==> src/rtl/addr_filt_pkg.sv <==
package addr_filt_pkg;
  localparam int OCT_W  = 8;
  localparam int SAPI_W = 6;
  localparam int TEI_W  = 7;
  localparam int SAPI_LO = 2;
  localparam int TEI_LO  = 1;

  localparam int REG_CTRL  = 0;
  localparam int REG_SMASK = 1;
  localparam int REG_TMASK = 2;
  localparam int REG_CLEAR = 3;
  localparam int REG_KEYS  = 4;
  localparam int BC_BIT    = 7;

  typedef enum logic [1:0] {
    DEP_NONE   = 2'd0,
    DEP_FIRST  = 2'd1,
    DEP_BOTH   = 2'd2,
    DEP_BOTH_X = 2'd3
  } depth_e;
endpackage

==> src/rtl/addr_filt_cfg.sv <==
module addr_filt_cfg
  import addr_filt_pkg::*;
#(
  parameter int N_KEYS = 4,
  parameter int CFG_AW = 5
) (
  input  logic                          clk,
  input  logic                          rst_n,
  input  logic                          we,
  input  logic [CFG_AW-1:0]             addr,
  input  logic [OCT_W-1:0]              wdata,
  output logic                          en,
  output depth_e                        depth,
  output logic                          irq_en,
  output logic [N_KEYS-1:0]             s_act,
  output logic                          s_bc_on,
  output logic [N_KEYS-1:0]             t_act,
  output logic                          t_bc_on,
  output logic [N_KEYS-1:0][SAPI_W-1:0] s_key,
  output logic [N_KEYS-1:0][TEI_W-1:0]  t_key,
  output logic [SAPI_W-1:0]             s_bc,
  output logic [TEI_W-1:0]              t_bc,
  output logic                          clr
);
  localparam int S_BASE = REG_KEYS;
  localparam int T_BASE = REG_KEYS + N_KEYS;
  localparam int SBC_A  = REG_KEYS + 2 * N_KEYS;
  localparam int TBC_A  = SBC_A + 1;

  wire unused_wbits = ^wdata;

  function automatic logic hit_addr(input logic [CFG_AW-1:0] a, input int tgt);
    return we && (a == CFG_AW'(tgt));
  endfunction

  assign clr = hit_addr(addr, REG_CLEAR) && wdata[0];

  always_ff @(posedge clk or negedge rst_n) begin
    if (!rst_n) begin
      en      <= 1'b0;
      depth   <= DEP_NONE;
      irq_en  <= 1'b0;
      s_act   <= '0;
      s_bc_on <= 1'b0;
      t_act   <= '0;
      t_bc_on <= 1'b0;
      s_bc    <= '1;
      t_bc    <= '1;
    end else begin
      if (hit_addr(addr, REG_CTRL)) begin
        en     <= wdata[0];
        depth  <= depth_e'(wdata[2:1]);
        irq_en <= wdata[3];
      end
      if (hit_addr(addr, REG_SMASK)) begin
        s_act   <= wdata[N_KEYS-1:0];
        s_bc_on <= wdata[BC_BIT];
      end
      if (hit_addr(addr, REG_TMASK)) begin
        t_act   <= wdata[N_KEYS-1:0];
        t_bc_on <= wdata[BC_BIT];
      end
      if (hit_addr(addr, SBC_A)) s_bc <= wdata[SAPI_W-1:0];
      if (hit_addr(addr, TBC_A)) t_bc <= wdata[TEI_W-1:0];
    end
  end

  for (genvar g = 0; g < N_KEYS; g++) begin : g_keys
    always_ff @(posedge clk or negedge rst_n) begin
      if (!rst_n) begin
        s_key[g] <= '0;
        t_key[g] <= '0;
      end else begin
        if (hit_addr(addr, S_BASE + g)) s_key[g] <= wdata[SAPI_W-1:0];
        if (hit_addr(addr, T_BASE + g)) t_key[g] <= wdata[TEI_W-1:0];
      end
    end
  end
endmodule

==> src/rtl/addr_filt_cmp.sv <==
module addr_filt_cmp #(
  parameter int N_KEYS = 4,
  parameter int KW     = 6
) (
  input  logic [KW-1:0]             fld,
  input  logic [N_KEYS-1:0][KW-1:0] keys,
  input  logic [N_KEYS-1:0]         act,
  input  logic [KW-1:0]             bc,
  input  logic                      bc_on,
  output logic                      hit
);
  logic [N_KEYS-1:0] key_hit;

  for (genvar g = 0; g < N_KEYS; g++) begin : g_cmp
    assign key_hit[g] = act[g] && (fld == keys[g]);
  end

  assign hit = (|key_hit) || (bc_on && (fld == bc));
endmodule

==> src/rtl/addr_filt_ctl.sv <==
module addr_filt_ctl
  import addr_filt_pkg::*;
(
  input  logic   clk,
  input  logic   rst_n,
  input  logic   fire,
  input  logic   sof,
  input  logic   eof,
  input  logic   hit1_now,
  input  logic   hit2_now,
  input  logic   en,
  input  depth_e depth,
  input  logic   clr,
  output logic   keep,
  output logic   sts
);
  logic [1:0] pos_q, pos_cur;
  logic       hit1_q, hit2_q;
  logic       h1, h2;
  logic       filtering;

  assign pos_cur   = sof ? 2'd0 : pos_q;
  assign h1        = (pos_cur == 2'd0) ? hit1_now : hit1_q;
  assign h2        = (pos_cur == 2'd1) ? hit2_now :
                     (pos_cur == 2'd2) ? hit2_q : 1'b0;
  assign filtering = en && (depth != DEP_NONE);

  always_comb begin
    if (!filtering)              keep = 1'b1;
    else if (depth == DEP_FIRST) keep = h1;
    else                         keep = h1 && h2;
  end

  always_ff @(posedge clk or negedge rst_n) begin
    if (!rst_n) begin
      pos_q  <= 2'd0;
      hit1_q <= 1'b0;
      hit2_q <= 1'b0;
      sts    <= 1'b0;
    end else begin
      if (fire) begin
        if (eof)                  pos_q <= 2'd0;
        else if (pos_cur != 2'd2) pos_q <= pos_cur + 2'd1;
        else                      pos_q <= 2'd2;
        if (pos_cur == 2'd0) hit1_q <= hit1_now;
        if (pos_cur == 2'd1) hit2_q <= hit2_now;
      end
      if (fire && eof && filtering && keep) sts <= 1'b1;
      else if (clr)                         sts <= 1'b0;
    end
  end
endmodule

==> src/rtl/addr_filt.sv <==
module addr_filt
  import addr_filt_pkg::*;
#(
  parameter int N_KEYS = 4,
  parameter int CFG_AW = 5
) (
  input  logic              clk,
  input  logic              rst_n,
  input  logic              cfg_we,
  input  logic [CFG_AW-1:0] cfg_addr,
  input  logic [7:0]        cfg_wdata,
  input  logic              s_valid,
  output logic              s_ready,
  input  logic [7:0]        s_data,
  input  logic              s_sof,
  input  logic              s_eof,
  output logic              m_valid,
  input  logic              m_ready,
  output logic [7:0]        m_data,
  output logic              m_sof,
  output logic              m_eof,
  output logic              m_accept,
  output logic              match_sts,
  output logic              irq
);
  logic                          en, irq_en, s_bc_on, t_bc_on, clr;
  depth_e                        depth;
  logic [N_KEYS-1:0]             s_act, t_act;
  logic [N_KEYS-1:0][SAPI_W-1:0] s_key;
  logic [N_KEYS-1:0][TEI_W-1:0]  t_key;
  logic [SAPI_W-1:0]             s_bc;
  logic [TEI_W-1:0]              t_bc;
  logic                          hit1, hit2, keep, fire;

  addr_filt_cfg #(.N_KEYS(N_KEYS), .CFG_AW(CFG_AW)) u_cfg (
    .clk(clk), .rst_n(rst_n), .we(cfg_we), .addr(cfg_addr), .wdata(cfg_wdata),
    .en(en), .depth(depth), .irq_en(irq_en),
    .s_act(s_act), .s_bc_on(s_bc_on), .t_act(t_act), .t_bc_on(t_bc_on),
    .s_key(s_key), .t_key(t_key), .s_bc(s_bc), .t_bc(t_bc), .clr(clr)
  );

  addr_filt_cmp #(.N_KEYS(N_KEYS), .KW(SAPI_W)) u_sapi (
    .fld(s_data[OCT_W-1:SAPI_LO]), .keys(s_key), .act(s_act),
    .bc(s_bc), .bc_on(s_bc_on), .hit(hit1)
  );

  addr_filt_cmp #(.N_KEYS(N_KEYS), .KW(TEI_W)) u_tei (
    .fld(s_data[OCT_W-1:TEI_LO]), .keys(t_key), .act(t_act),
    .bc(t_bc), .bc_on(t_bc_on), .hit(hit2)
  );

  assign fire = s_valid && m_ready;

  addr_filt_ctl u_ctl (
    .clk(clk), .rst_n(rst_n), .fire(fire), .sof(s_sof), .eof(s_eof),
    .hit1_now(hit1), .hit2_now(hit2), .en(en), .depth(depth), .clr(clr),
    .keep(keep), .sts(match_sts)
  );

  assign m_valid  = s_valid;
  assign s_ready  = m_ready;
  assign m_data   = s_data;
  assign m_sof    = s_sof;
  assign m_eof    = s_eof;
  assign m_accept = s_valid && s_eof && keep;
  assign irq      = match_sts && irq_en;
endmodule

==> config.mk <==
export PLATFORM = sky130hd
export DESIGN_NAME = addr_filt
export DESIGN_NICKNAME = d
export VERILOG_FILES = /design/src/rtl/addr_filt_pkg.sv /design/src/rtl/addr_filt_cfg.sv /design/src/rtl/addr_filt_cmp.sv /design/src/rtl/addr_filt_ctl.sv /design/src/rtl/addr_filt.sv
export SDC_FILE = /design/constraint.sdc
export NUM_CORES = 1
export LEC_CHECK = 0
export ABC_AREA = 1
export BUFFER_PORTS_ARGS = -buffer_cell sky130_fd_sc_hd__buf_2
export CORE_UTILIZATION = 53
export CTS_BUF_LIST = sky130_fd_sc_hd__clkbuf_8
export DETAILED_ROUTE_END_ITERATION = 8
export PLACE_DENSITY = 0.75
export SYNTH_ARGS = -nofsm -noshare
export SYNTH_HDL_FRONTEND = slang
export SYNTH_SLANG_ARGS = --single-unit
==> constraint.sdc <==
create_clock -name clk -period 1.4 [get_ports clk]
set_clock_uncertainty 0.1 [all_clocks]
set_input_delay 0 -clock clk [delete_from_list [all_inputs] [get_ports clk]]
set_output_delay 0 -clock clk [all_outputs]
set_load 0.005 [all_outputs]
==> flow_metrics.env <==
export IMPL_status="complete, but fails checks"
export IMPL_failed_checks="setup timing"
export IMPL_clockBufferDepth=2
export IMPL_fin_crit_ps=1930
export IMPL_slew_viol_final=0
export IMPL_die_area_um2=9070
export IMPL_wl_per_cell_um=14.6
export IMPL_fin_util=0.640
export IMPL_end_kind="output pin"
export IMPL_yosysWarningCount=0
export IMPL_die_height_um=95.2
export IMPL_rsz0062_at_grt="true"
export IMPL_grt_max_degree=37
export IMPL_placementRows=33
export IMPL_drtIter0Drc=258
export IMPL_path_max_fanout=3
export IMPL_place_congestion=0.873
export IMPL_setup_violations=4
export IMPL_start_util=0.555
export IMPL_critPathKind="reg2out"
export IMPL_cts_buffers=9
export IMPL_pwr_density_cell_nw_per_um2=1260
export IMPL_drc=0
export IMPL_vias=4200
export IMPL_track_usage=0.290
export IMPL_synth_top_area_share=0.386
export IMPL_crit_arrival_ps=1830
export IMPL_synth_cells=657
export IMPL_max_slew_margin=0.622
export IMPL_cap_violations=0
export IMPL_synthToLayoutAreaGrowth_pct=15.3
export IMPL_power_leakage_nw=2.78
export IMPL_pin_count=43
export IMPL_cts_tree="yes"
export IMPL_final_setup_worst_slack_ps=-532
export IMPL_via_per_inst=5.12
export IMPL_antenna_found_initial=0
export IMPL_vdd_drop_max_mv=0.765
export IMPL_syn_num_nets=688
export IMPL_grt_pass1_wl_um=19400
export IMPL_grt_overflow_total=0
export IMPL_htree_levels=3
export IMPL_cts_root_buffer="clkbuf_8"
export IMPL_clock_sinks=84
export IMPL_total_power_mw=6.68
export IMPL_nets=741
export IMPL_antenna_cells=0
export IMPL_yosysMostFrequentCell="nand2_1"
export IMPL_synth_cell_type_count=29
export IMPL_drt_wl_total_um=12000
export IMPL_cts_clk_slew_worst_paths_ps=90
export IMPL_dr_pass1_iters=5
export IMPL_yosys_top_cells_count="nand2_1, o21ai_0, inv_1"
export IMPL_start_kind="flop"
export IMPL_syn_cell_area_um2=4610
export IMPL_finalCritPeriodShare=1.38
export IMPL_portBuffers=40
export IMPL_synth_seq_area_share=0.460
export IMPL_synth_edf_count=0
export IMPL_synth_ff_type="dfrtp_1"
export IMPL_die_w_um=95.2
export IMPL_async_flop_share=1.00
export IMPL_drive_above_1_share=0.162
export IMPL_coreArea_um2=8300
export IMPL_clock_fmax_ghz=0.518
export IMPL_hpwlAfterDp_um=8090
export IMPL_worstMarginPinSlew_ps=566
export IMPL_antenna_left=0
export IMPL_holdCritPathClass="in2reg"
export IMPL_synth_seq_cells=84
export IMPL_insertion_delay_ps=350
export IMPL_crit_required_ps=1300
export IMPL_synth_area_top_cells="dfrtp_1, nand2_1, o21ai_0"
export IMPL_grt_pass1_vias=3977
export IMPL_yosysTopAreaCell="dfrtp_1"
export IMPL_finalHoldViolCount=0
export IMPL_synth_avg_cell_area_um2=7.01
## per-stage QoR
stage | setup TNS (ps) | cells | worst slack [ps] | hold WS [ps] | instance area, µm²
2_1_floorplan | 0 | 657 | 5.41 | -396 | 4610
3_3_place_gp | -419 | 795 | -175 | -146 | 4980
3_5_place_dp | -545 | 795 | -195 | -144 | 4980
4_1_cts | -1150 | 820 | -532 | 8.90 | 5320
5_1_grt | -1520 | 820 | -688 | 52.7 | 5320
6_report | -1050 | 820 | -532 | 10.8 | 5320
## critical path, stage by stage (launching register included)
cell and delay [ps]:
dfstp_2 550, inv_1 40, nand2_1 50, nand2_1 50
nor2_1 110, nand2_1 60, nor2_1 90, nor2_1 60
nand3_2 80, nand2_1 50, nand2_1 70, nand2_1 60
a21oi_2 100, buf_2 110
## final cells by class
class	count	area, µm²
flip-flops and latches	84	2120
multi-input cells	451	1960
clock buffers	9	124
well taps	105	131
repair buffers	76	543
inverters	88	333
fillers	737	2980
clock inverters	7	109
## cells in the final DEF (no fill, tap or decap), types with 2 or more instances in the layout
master / Yosys / routed
buf_2: 5 / 39
nand2_1: 259 / 259
bufinv_16: 0 / 3
dlygate4sd3_1: 0 / 8
o21ai_1: 1 / 2
clkbuf_8: 0 / 9
nand3b_1: 2 / 2
nand4_1: 2 / 2
nor2_2: 0 / 2
nor2_1: 60 / 58
nand2_2: 2 / 2
inv_1: 82 / 82
buf_4: 13 / 25
nand3_2: 1 / 2
xnor2_1: 4 / 4
o21ai_0: 85 / 84
dfrtp_1: 71 / 71
a21boi_0: 2 / 2
inv_2: 3 / 6
nor3_2: 2 / 2
clkinv_1: 2 / 2
dfstp_2: 13 / 13
buf_12: 0 / 4
or2_2: 4 / 4
nand3_1: 17 / 16
a21oi_1: 3 / 3
ha_1: 3 / 2
## path summary, 6_finish.rpt
path	startpoint	endpoint	slack, ps	cells past startpoint
min	cfg_addr[2]	u_ctl.sts	10	5
max	u_cfg.t_bc[4]	m_accept	-530	13
min in group asynchronous	rst_n	u_cfg.s_key[21]	20	2
max in group asynchronous	rst_n	u_cfg.s_key[3]	640	3
max reg2reg	u_cfg.t_bc[6]	u_ctl.sts	-290	12
min reg2reg	u_cfg.irq_en	u_cfg.irq_en	390	2
## registers in the layout, summed over array words and instances, names as in the netlist, 2 cells and up
name,flops
u_cfg.s_bc,6
u_cfg.s_key,24
u_cfg.depth,2
u_cfg.s_act,4
u_ctl.pos_q,2
u_cfg.t_key,28
u_cfg.t_bc,7
u_cfg.t_act,4
## cells by family after synthesis
group,Yosys count,share of synthesized area
DFF,84,0.460
AOI/OAI and AO/OA,93,0.103
buffers and inverters,122,0.118
adders and majority gates,3,0.00815
and+or+nand+nor,350,0.300
muxes,1,0.00244
xor gates and xnor gates,4,0.00760
## power by group
group	leakage (nW)	internal (mW)	switching (mW)
Clock	0.123	1.17	0.864
Sequential	1.06	2.92	0.310
Combinational	1.60	0.607	0.811
Total	2.78	4.69	1.99
## repair_timing
item                       in CTS  in global routing
hold buffers                    8                  1
gates resized for setup         7                  0
setup buffers                   1                  0
pin swaps                       4                  0
setup endpoints to repair       4                  6
hold endpoints to repair       94                  1
## metal layers
layer,vias to the layer above,track usage,share of wire
met2,128,0.480,0.48
li1,2093,-,-
met5,-,0,0
met3,29,0.0391,0.058
met4,0,0.126,0.030
met1,1950,0.380,0.43
Note: power is estimated with default switching activity, not from simulation.
